**config.mk**
```make
export PLATFORM = sky130hd
export DESIGN_NAME = wdg_supervisor
export DESIGN_NICKNAME = d
export VERILOG_FILES = /design/src/rtl/wdg_pkg.sv /design/src/rtl/wdg_sync.sv /design/src/rtl/wdg_clr_filter.sv /design/src/rtl/wdg_tick_timer.sv /design/src/rtl/wdg_supervisor.sv
export SDC_FILE = /design/constraint.sdc
export NUM_CORES = 1
export LEC_CHECK = 0
export BUFFER_PORTS_ARGS = -buffer_cell sky130_fd_sc_hd__buf_4
export CAP_MARGIN = 20
export CORE_MARGIN = 1.5
export CORE_UTILIZATION = 48
export DETAILED_ROUTE_END_ITERATION = 6
export PLACE_DENSITY = 0.71
export SLEW_MARGIN = 5
export SYNTH_ARGS = -nofsm -noshare
export SYNTH_HDL_FRONTEND = slang
export SYNTH_SLANG_ARGS = --single-unit
```
**constraint.sdc**
```tcl
create_clock -name clk -period 1.2 [get_ports clk]
set_input_delay 0 -clock clk [delete_from_list [all_inputs] [get_ports clk]]
set_output_delay 0 -clock clk [all_outputs]
set_load 0.05 [all_outputs]
```
**src/rtl/wdg_pkg.sv**
```systemverilog
package wdg_pkg;

    typedef enum logic [1:0] {
        ST_OFF   = 2'd0,
        ST_PWRUP = 2'd1,
        ST_RUN   = 2'd2
    } wdg_state_e;

    typedef struct packed {
        logic rst_act;
        logic save;
    } wdg_out_t;

    localparam wdg_out_t OUT_DOWN = '{rst_act: 1'b1, save: 1'b1};

    function automatic int unsigned cnt_width(input int unsigned limit);
        return (limit < 2) ? 1 : $clog2(limit + 1);
    endfunction

endpackage

```
**src/rtl/wdg_sync.sv**
```systemverilog
module wdg_sync #(
    parameter int unsigned WIDTH = 2,
    parameter logic [WIDTH-1:0] RESET_VAL = '0
) (
    input  logic             clk,
    input  logic             rst,
    input  logic [WIDTH-1:0] d_i,
    output logic [WIDTH-1:0] q_o
);
    for (genvar b = 0; b < WIDTH; b++) begin : g_bit
        logic meta_q, stable_q;
        always_ff @(posedge clk) begin
            if (rst) begin
                meta_q   <= RESET_VAL[b];
                stable_q <= RESET_VAL[b];
            end else begin
                meta_q   <= d_i[b];
                stable_q <= meta_q;
            end
        end
        assign q_o[b] = stable_q;
    end
endmodule

```
**src/rtl/wdg_clr_filter.sv**
```systemverilog
module wdg_clr_filter #(
    parameter int unsigned MIN_LOW_CYC = 3
) (
    input  logic clk,
    input  logic rst,
    input  logic clr_n_s,
    output logic clr_evt_o
);
    localparam int unsigned LOW_W = wdg_pkg::cnt_width(MIN_LOW_CYC);
    localparam logic [LOW_W-1:0] LOW_MAX = LOW_W'(MIN_LOW_CYC);
    localparam logic [LOW_W-1:0] LOW_HIT = LOW_W'(MIN_LOW_CYC - 1);

    logic [LOW_W-1:0] low_q;

    always_ff @(posedge clk) begin
        if (rst || clr_n_s) begin
            low_q <= '0;
        end else if (low_q != LOW_MAX) begin
            low_q <= low_q + 1'b1;
        end
    end

    assign clr_evt_o = !clr_n_s && (low_q == LOW_HIT);
endmodule

```
**src/rtl/wdg_tick_timer.sv**
```systemverilog
module wdg_tick_timer #(
    parameter int unsigned TIMEOUT_TICKS = 6
) (
    input  logic clk,
    input  logic rst,
    input  logic restart_i,
    input  logic tick_i,
    output logic expire_o
);
    localparam int unsigned CNT_W = wdg_pkg::cnt_width(TIMEOUT_TICKS);
    localparam logic [CNT_W-1:0] CNT_LAST = CNT_W'(TIMEOUT_TICKS - 1);

    logic [CNT_W-1:0] cnt_q;

    assign expire_o = tick_i && (cnt_q == CNT_LAST);

    always_ff @(posedge clk) begin
        if (rst || restart_i) begin
            cnt_q <= '0;
        end else if (tick_i) begin
            cnt_q <= expire_o ? '0 : cnt_q + 1'b1;
        end
    end
endmodule

```
**src/rtl/wdg_supervisor.sv**
```systemverilog
module wdg_supervisor
    import wdg_pkg::*;
#(
    parameter int unsigned TIMEOUT_TICKS = 6,
    parameter int unsigned MIN_LOW_CYC   = 3
) (
    input  logic clk,
    input  logic rst,
    input  logic tick_i,
    input  logic clr_n_i,
    input  logic supply_ok_i,
    output logic rst_o,
    output logic rst_n_o,
    output logic save_o
);
    logic [1:0] raw_in, sync_out;
    logic       clr_n_s, sup_s, clr_evt, expire, restart;
    wdg_state_e state_q, state_d;
    wdg_out_t   out_q, out_d;

    assign raw_in = {supply_ok_i, clr_n_i};

    wdg_sync #(.WIDTH(2), .RESET_VAL(2'b01)) i_sync (
        .clk(clk), .rst(rst), .d_i(raw_in), .q_o(sync_out)
    );

    assign clr_n_s = sync_out[0];
    assign sup_s   = sync_out[1];

    wdg_clr_filter #(.MIN_LOW_CYC(MIN_LOW_CYC)) i_filter (
        .clk(clk), .rst(rst), .clr_n_s(clr_n_s), .clr_evt_o(clr_evt)
    );

    wdg_tick_timer #(.TIMEOUT_TICKS(TIMEOUT_TICKS)) i_timer (
        .clk(clk), .rst(rst), .restart_i(restart),
        .tick_i(tick_i), .expire_o(expire)
    );

    // Counter restarts while powered down, on leaving power-down, or on a
    // qualified clear during checking.
    assign restart = !sup_s || (state_q == ST_OFF) ||
                     ((state_q == ST_RUN) && clr_evt);

    always_comb begin
        state_d = state_q;
        out_d   = out_q;
        if (!sup_s) begin
            state_d = ST_OFF;
            out_d   = OUT_DOWN;
        end else begin
            unique case (state_q)
                ST_OFF: begin
                    state_d       = ST_PWRUP;
                    out_d.rst_act = 1'b1;
                    out_d.save    = 1'b0;
                end
                ST_PWRUP: begin
                    if (expire) begin
                        state_d       = ST_RUN;
                        out_d.rst_act = 1'b0;
                    end
                end
                ST_RUN: begin
                    if (clr_evt) begin
                        out_d.rst_act = 1'b0;
                    end else if (expire) begin
                        out_d.rst_act = !out_q.rst_act;
                    end
                end
                default: begin
                    state_d = ST_OFF;
                    out_d   = OUT_DOWN;
                end
            endcase
        end
    end

    always_ff @(posedge clk) begin
        if (rst) begin
            state_q <= ST_OFF;
            out_q   <= OUT_DOWN;
        end else begin
            state_q <= state_d;
            out_q   <= out_d;
        end
    end

    assign rst_o   = out_q.rst_act;
    assign rst_n_o = !out_q.rst_act;
    assign save_o  = out_q.save;
endmodule

```
After elaboration in Yosys (flattened, before gate mapping)
Cells that the tools add are included.
{"block": "word_totals", "register_bits": 13, "wordCells": 43}
{"block": "classes", "addsub": 2, "eq_ne": 7, "muxes": 8, "n_bitwise": 2, "n_reduce_logical": 15}
{"operator": "one-hot mux 2 bit (3 select lines)", "count": 1}
{"operator": "equality test 2 bit (second input constant)", "count": 2}
{"operator": "logical OR 1 bit", "count": 4}
{"operator": "one-hot mux 1 bit (2 select lines)", "count": 2}
{"operator": "AND reduction 2 bit", "count": 2}
{"operator": "OR reduction 2 bit", "count": 2}
{"operator": "adder 3 x 1 -> 3 bit (second input constant)", "count": 1}
{"operator": "equality test 3 bit (second input constant)", "count": 1}
{"operator": "logical AND 1 bit", "count": 3}
{"operator": "logical NOT 1 bit", "count": 3}
{"operator": "two-way mux 1 bit", "count": 3}
{"operator": "two-way mux 3 bit", "count": 1}
{"operator": "inequality test 3 x 2 -> 1 bit (second input constant)", "count": 1}
{"operator": "adder 2 x 1 -> 2 bit (second input constant)", "count": 1}
{"operator": "equality test 2 x 1 -> 1 bit (second input constant)", "count": 1}
{"operator": "logical NOT 2 bit", "count": 1}
{"operator": "two-way mux 2 bit", "count": 1}
{"operator": "inequality test 2 x 1 -> 1 bit (second input constant)", "count": 1}
{"operator": "inequality test 2 bit (second input constant)", "count": 1}
{"operator": "NOT 1 bit", "count": 2}

Longest topological paths before layout
{"block": "logic_depth", "ltp_word": 5, "ltp_mapped": 5, "depth_no_buf": 5}

Cells and area by module
A second synthesis with hierarchy kept.
{"block": "unflattened", "hier_cells": 71, "area_unflattened_um2": 691.9}
{"module": "wdg_supervisor", "instances": 1, "cells_each": 34, "area_per_inst_um2": 299.0}
{"module": "wdg_tick_timer", "instances": 1, "cells_each": 16, "area_per_inst_um2": 161.4}
{"module": "wdg_sync", "instances": 1, "cells_each": 10, "area_per_inst_um2": 120.1}
{"module": "wdg_clr_filter", "instances": 1, "cells_each": 11, "area_per_inst_um2": 111.4}

Worst setup path before layout
Ideal clock, no wire load.
{"block": "synth_path", "kind": "register to register", "startpoint": "register out_q, in the netlist rst_o", "endpoint": "register out_q, in the netlist rst_o", "arrival_time_ps": 1229, "t_required_ps": 1065, "path_slack_ps": -164, "path_stages_with_launch": 4, "path_buffers": 0, "synth_period_minus_slack_ps": 1364, "path_cell_list": "dfxtp_1 -> inv_1 -> nand4_1 -> o2111ai_1"}
{"block": "synth_between", "elab_chain_len": 4}
{"element": "from (decl)", "line": "wdg_supervisor.sv:19", "source": "wdg_out_t out_q, out_d;"}
{"element": "from (signal assigned)", "line": "wdg_supervisor.sv:84", "source": "out_q <= out_d;"}
{"element": "logical NOT 1 bit"}
{"element": "net rst_n_o", "line": "wdg_supervisor.sv:13", "source": "output logic rst_n_o,"}
{"element": "two-way mux 1 bit", "line": "wdg_supervisor.sv:66", "source": "end else if (expire) begin"}
{"element": "two-way mux 1 bit", "line": "wdg_supervisor.sv:64", "source": "if (clr_evt) begin"}
{"element": "one-hot mux 1 bit (2 select lines)", "line": "wdg_supervisor.sv:51", "source": "unique case (state_q)"}
The timed path passes the listed nets, and every way through them passes these cells. The select of a mux whose other input is x is not followed.
A chain may end at the register's enable or synchronous reset.

Worst setup path in the final report
{"block": "layout_path", "startpoint": "register state_q[1]", "endpoint": "register i_timer.cnt_q[1]"}
{"block": "layout_between", "elab_chain_len": 4, "elab_cells_between_ends": 6, "cone_classes": "eq/ne: 1; reduce/logical: 5"}
{"element": "from (decl)", "line": "wdg_supervisor.sv:18", "source": "wdg_state_e state_q, state_d;"}
{"element": "from (signal assigned)", "line": "wdg_supervisor.sv:83", "source": "state_q <= state_d;"}
{"element": "equality test 2 bit or logical NOT 2 bit (tied branches)", "line": "wdg_supervisor.sv:42, wdg_supervisor.sv:41"}
{"element": "logical AND 1 bit or logical OR 1 bit (tied branches)", "line": "wdg_supervisor.sv:42, wdg_supervisor.sv:41"}
{"element": "logical OR 1 bit *", "line": "wdg_supervisor.sv:41", "source": "assign restart = !sup_s || (state_q == ST_OFF) ||"}
{"element": "logical OR 1 bit *", "line": "wdg_tick_timer.sv:18", "source": "if (rst || restart_i) begin"}
{"element": "to (signal assigned)", "line": "wdg_tick_timer.sv:21", "source": "cnt_q <= expire_o ? '0 : cnt_q + 1'b1;"}
{"element": "to (decl)", "line": "wdg_tick_timer.sv:13", "source": "logic [CNT_W-1:0] cnt_q;"}
Every way passes the cells marked *; elsewhere a longest branch is shown, timed or not.

==> metrics.txt <==
# TYPE chip_impl_metric gauge
chip_impl_info{name="crit_path_start_kind",value="flip-flop"} 1
chip_impl_metric{name="total_global_route_track_usage",unit="%"} 18.4
chip_impl_metric{name="dp.final_hpwl",unit="µm"} 837
chip_impl_metric{name="h-tree-depth",unit=""} 1
chip_impl_metric{name="report.final.hold_viol_count",unit=""} 0
chip_impl_metric{name="synth_nets",unit=""} 76
chip_impl_metric{name="fin_crit_sh",unit="%"} 96.1
chip_impl_metric{name="die_area",unit="µm²"} 1570
chip_impl_metric{name="multiplexer_share_of_the_synthesized_area",unit="%"} 1.56
chip_impl_metric{name="total_leakage_power",unit="nW"} 0.355
chip_impl_info{name="min-delay-path-class",value="reg2reg"} 1
chip_impl_metric{name="postRouteWirelength",unit="µm"} 1170
chip_impl_metric{name="wire_per_inst",unit="µm"} 11.9
chip_impl_metric{name="count_of_endpoints_failing_setup_in_the_final_report",unit=""} 0
chip_impl_metric{name="syn_avg_cell_area",unit="µm²"} 10.2
chip_impl_info{name="clock_tree_from_tritoncts",value="done"} 1
chip_impl_info{name="synthMostInstantiatedCell",value="sky130_fd_sc_hd__dfxtp_1"} 1
chip_impl_metric{name="path_clk_slew",unit="ns"} 0.08
chip_impl_metric{name="ctsLongestPathBuffers",unit=""} 2
chip_impl_metric{name="drt-pass1-iter-count",unit=""} 4
chip_impl_metric{name="synth-async-reset-ratio",unit="%"} 0
chip_impl_metric{name="drt_first_iter_violations",unit=""} 1
chip_impl_metric{name="antennaDiodeCount",unit=""} 0
chip_impl_metric{name="fin_worst_skew",unit="ns"} 0.000881
chip_impl_metric{name="yosys.area_share.adder",unit="%"} 15.6
chip_impl_metric{name="timing.final.max_slew_violations",unit=""} 0
chip_impl_metric{name="area_growth",unit="%"} 38.1
chip_impl_info{name="synth_top_area_cell",value="sky130_fd_sc_hd__dfxtp_1"} 1
chip_impl_metric{name="synth-xor-area-share",unit="%"} 4.09
chip_impl_metric{name="layout.nets",unit=""} 97
chip_impl_metric{name="synth.yosys.seq_area_share",unit="%"} 40.5
chip_impl_metric{name="floorplan.core_area",unit="µm²"} 1270
chip_impl_metric{name="syn-instance-count",unit=""} 63
chip_impl_metric{name="relSlewSlack",unit="%"} 83.5
chip_impl_metric{name="grt_first_pass_wirelength",unit="µm"} 1780
chip_impl_metric{name="vias_in_the_first_global_route",unit=""} 453
chip_impl_metric{name="post_dr_vias_cell",unit=""} 5.07
chip_impl_metric{name="placement.io_buffers",unit=""} 7
chip_impl_metric{name="power-per-cell-area",unit="nW/µm²"} 875
chip_impl_info{name="largest_family_of_logic_cells_by_synthesized_area",value="simple AND/OR/NAND/NOR gates"} 1
chip_impl_metric{name="period_minus_ws_final",unit="ns"} 1.15
chip_impl_metric{name="synth_simple_gate_area_share",unit="%"} 18.1
chip_impl_metric{name="final-instance-count-excl-fill",unit=""} 98
chip_impl_metric{name="peak_vdd_ir",unit="V"} 0.000709
chip_impl_metric{name="io_pins",unit=""} 8
chip_impl_metric{name="tritoncts.num_buffers",unit=""} 3
chip_impl_info{name="netlist_top_cells_count",value="sky130_fd_sc_hd__dfxtp_1, sky130_fd_sc_hd__ha_1, sky130_fd_sc_hd__inv_1"} 1
chip_impl_metric{name="cts_num_sinks",unit=""} 13
chip_impl_metric{name="maxCapViolations",unit=""} 0
chip_impl_metric{name="final_cell_area",unit="µm²"} 888
chip_impl_metric{name="totalNegativeSetupSlack",unit="ns"} 0
chip_impl_metric{name="synth_compound_area_share",unit="%"} 14.8
chip_impl_metric{name="synth-seq-cells",unit=""} 13
chip_impl_metric{name="die_height",unit="µm"} 39.6
chip_impl_metric{name="synthDistinctLibCells",unit=""} 23
chip_impl_metric{name="grt_start_max_net_pins",unit=""} 8
chip_impl_info{name="leading_cell_types_by_total_area_after_synthesis",value="sky130_fd_sc_hd__dfxtp_1, sky130_fd_sc_hd__ha_1, sky130_fd_sc_hd__o2111ai_1"} 1
chip_impl_metric{name="grt_overflow",unit=""} 0
chip_impl_metric{name="via_count",unit=""} 497
chip_impl_metric{name="layout-drive-gt1-share",unit="%"} 47.0
chip_impl_info{name="critical_path_class",value="reg2reg"} 1
chip_impl_metric{name="postPlaceCellArea",unit="µm²"} 747
chip_impl_metric{name="number_of_synthesized_flops_with_an_enable_pin",unit=""} 0
chip_impl_info{name="ys_dominant_reg_cell",value="sky130_fd_sc_hd__dfxtp_1"} 1
chip_impl_metric{name="gpl.final_weighted_congestion",unit=""} 0.706
chip_impl_metric{name="tightest_slew",unit="ns"} 0.247
chip_impl_metric{name="insertion_delay",unit="ns"} 0.27
chip_impl_info{name="cts_root_buffer",value="sky130_fd_sc_hd__clkbuf_4"} 1
chip_impl_metric{name="worst-endpoint-arrival",unit="ns"} 1.35
chip_impl_metric{name="crit_required",unit="ns"} 1.40
chip_impl_metric{name="post_synth_instance_area",unit="µm²"} 643
chip_impl_metric{name="postRouteAntennaNets",unit=""} 0
chip_impl_metric{name="antenna_found_initial",unit=""} 0
chip_impl_metric{name="cp_max_fo",unit=""} 3
chip_impl_metric{name="starting_density_of_the_core",unit="%"} 50.7
chip_impl_metric{name="route.detailed.drc",unit=""} 0
chip_impl_metric{name="x_dimension_of_the_die",unit="µm"} 39.6
chip_impl_metric{name="core.rowCount",unit=""} 13
chip_impl_metric{name="maxClockFrequency",unit="GHz"} 0.867
chip_impl_info{name="timing.critical_path.to_type",value="flip-flop"} 1
chip_impl_metric{name="synth.top_cell.area_share",unit="%"} 40.5
chip_impl_metric{name="placedCellCount",unit=""} 88
chip_impl_info{name="outcome",value="finished, final reports clean"} 1
chip_impl_metric{name="ys_warn_count",unit=""} 0
## cell usage in the layout, fill, tap and decap left out
| cell type | synthesis | layout |
|---|---|---|
| sky130_fd_sc_hd__buf_4 | 0 | 13 |
| sky130_fd_sc_hd__dfxtp_1 | 13 | 9 |
| sky130_fd_sc_hd__inv_1 | 8 | 5 |
| sky130_fd_sc_hd__ha_1 | 8 | 5 |
| sky130_fd_sc_hd__nand2_1 | 4 | 4 |
| sky130_fd_sc_hd__nor2_1 | 4 | 4 |
| sky130_fd_sc_hd__dlygate4sd3_1 | 0 | 4 |
| sky130_fd_sc_hd__o2111ai_2 | 0 | 3 |
| sky130_fd_sc_hd__clkbuf_4 | 0 | 3 |
| sky130_fd_sc_hd__inv_2 | 0 | 2 |
| sky130_fd_sc_hd__or2_2 | 2 | 2 |
| sky130_fd_sc_hd__o2111ai_1 | 5 | 2 |
| sky130_fd_sc_hd__and2b_2 | 2 | 2 |
| sky130_fd_sc_hd__xor2_1 | 2 | 2 |
| sky130_fd_sc_hd__nor3_1 | 2 | 2 |
| sky130_fd_sc_hd__ha_2 | 0 | 2 |
| sky130_fd_sc_hd__dfxtp_2 | 0 | 2 |
| sky130_fd_sc_hd__dfxtp_4 | 0 | 2 |
| sky130_fd_sc_hd__clkinvlp_4 | 0 | 1 |
| sky130_fd_sc_hd__nor2b_4 | 1 | 1 |
| sky130_fd_sc_hd__nand4b_1 | 1 | 1 |
| sky130_fd_sc_hd__and3_4 | 0 | 1 |
| sky130_fd_sc_hd__nand2b_4 | 0 | 1 |
| sky130_fd_sc_hd__nand3_2 | 0 | 1 |
| sky130_fd_sc_hd__o2111ai_4 | 1 | 1 |
| sky130_fd_sc_hd__a211oi_2 | 1 | 1 |
| sky130_fd_sc_hd__xnor2_1 | 1 | 1 |
| sky130_fd_sc_hd__o211ai_1 | 1 | 1 |
| sky130_fd_sc_hd__nand4_1 | 1 | 1 |
| sky130_fd_sc_hd__mux2i_1 | 1 | 1 |
| sky130_fd_sc_hd__a21oi_1 | 1 | 1 |
| sky130_fd_sc_hd__ha_4 | 0 | 1 |
| sky130_fd_sc_hd__clkbuf_1 | 0 | 1 |
## sequential cells by signal, summed over array words and instances, names as in the netlist
signal                 cells
i_filter.low_q             2
i_sync.g_bit.meta_q        2
i_sync.g_bit.stable_q      2
i_timer.cnt_q              3
rst_o                      1
save_o                     1
state_q                    2
## metrics by stage
step                power [mW]  worst slack, ns  hold slack (ns)  utilization (%)
global placement         0.500           0.0311            0.187             58.9
global route             0.811         -0.00935            0.458             70.0
detailed placement       0.502          -0.0133            0.188             58.9
finish                   0.777           0.0468            0.422             70.0
floorplan                0.482           0.0126           0.0768                -
CTS                      0.784           0.0163            0.427             64.4
## power by group
part	switching [mW]	leakage (nW)	internal, mW
sequential	0.00422	0.108	0.436
combinational	0.0295	0.232	0.0376
clock	0.141	0.0150	0.129
## cell families (layout without fill, tap and decap cells)
logic type,count (synthesis),count (layout)
adder cells (fa/ha/maj),8,8
XOR/XNOR,3,3
buffers and inverters,9,29
AO/OA/AOI/OAI,9,9
AND/OR/NAND/NOR,20,20
flip-flops,13,13
multiplexers,1,1
## worst max-delay path, cell delays in order, from the launching register on
cell                        delay [ns]
sky130_fd_sc_hd__dfxtp_2          0.36
sky130_fd_sc_hd__inv_1            0.10
sky130_fd_sc_hd__ha_2             0.21
sky130_fd_sc_hd__inv_2            0.08
sky130_fd_sc_hd__o2111ai_4        0.13
sky130_fd_sc_hd__a211oi_2         0.21
## cell type report
cell class              instances  area (µm²)
flip-flops and latches         13         270
well taps                      15        18.8
repair buffers                 17         138
fillers                        97         380
clock buffers                   4        26.3
inverters                       8        33.8
multi-input cells              41         402
## path summary, 6_finish.rpt
kind	end	start	depth (start not counted)	slack (ns)
setup / recovery	i_timer.cnt_q[1]$_SDFFE_PP0P_	state_q[1]$_SDFFE_PP0P_	5	0.05
setup reg to reg	i_timer.cnt_q[1]$_SDFFE_PP0P_	state_q[1]$_SDFFE_PP0P_	5	0.05
hold reg to reg	i_sync.g_bit[0].stable_q$_SDFF_PP1_	i_sync.g_bit[0].meta_q$_SDFF_PP1_	1	0.42
hold / removal	i_sync.g_bit[0].stable_q$_SDFF_PP1_	i_sync.g_bit[0].meta_q$_SDFF_PP1_	1	0.42
## metal layers
| layer | GRT usage [%] | vias to the layer above | part of all wire, % |
|---|---|---|---|
| met3 | 5.11 | 5 | 3.3 |
| met2 | 26.6 | 11 | 46 |
| li1 | - | 260 | - |
| met4 | 15.5 | 0 | 3.4 |
| met1 | 21.9 | 221 | 47 |
| met5 | 0 | - | 0 |
## repair_timing
action / in CTS / in global routing
buffers inserted: 0 / 2
setup endpoints to repair: 2 / 3
pin swaps: 0 / 0
hold endpoints to repair: 7 / 0
resized for setup: 3 / 14
hold buffers: 4 / 0
No activity file was read; power rests on OpenSTA's default activity.
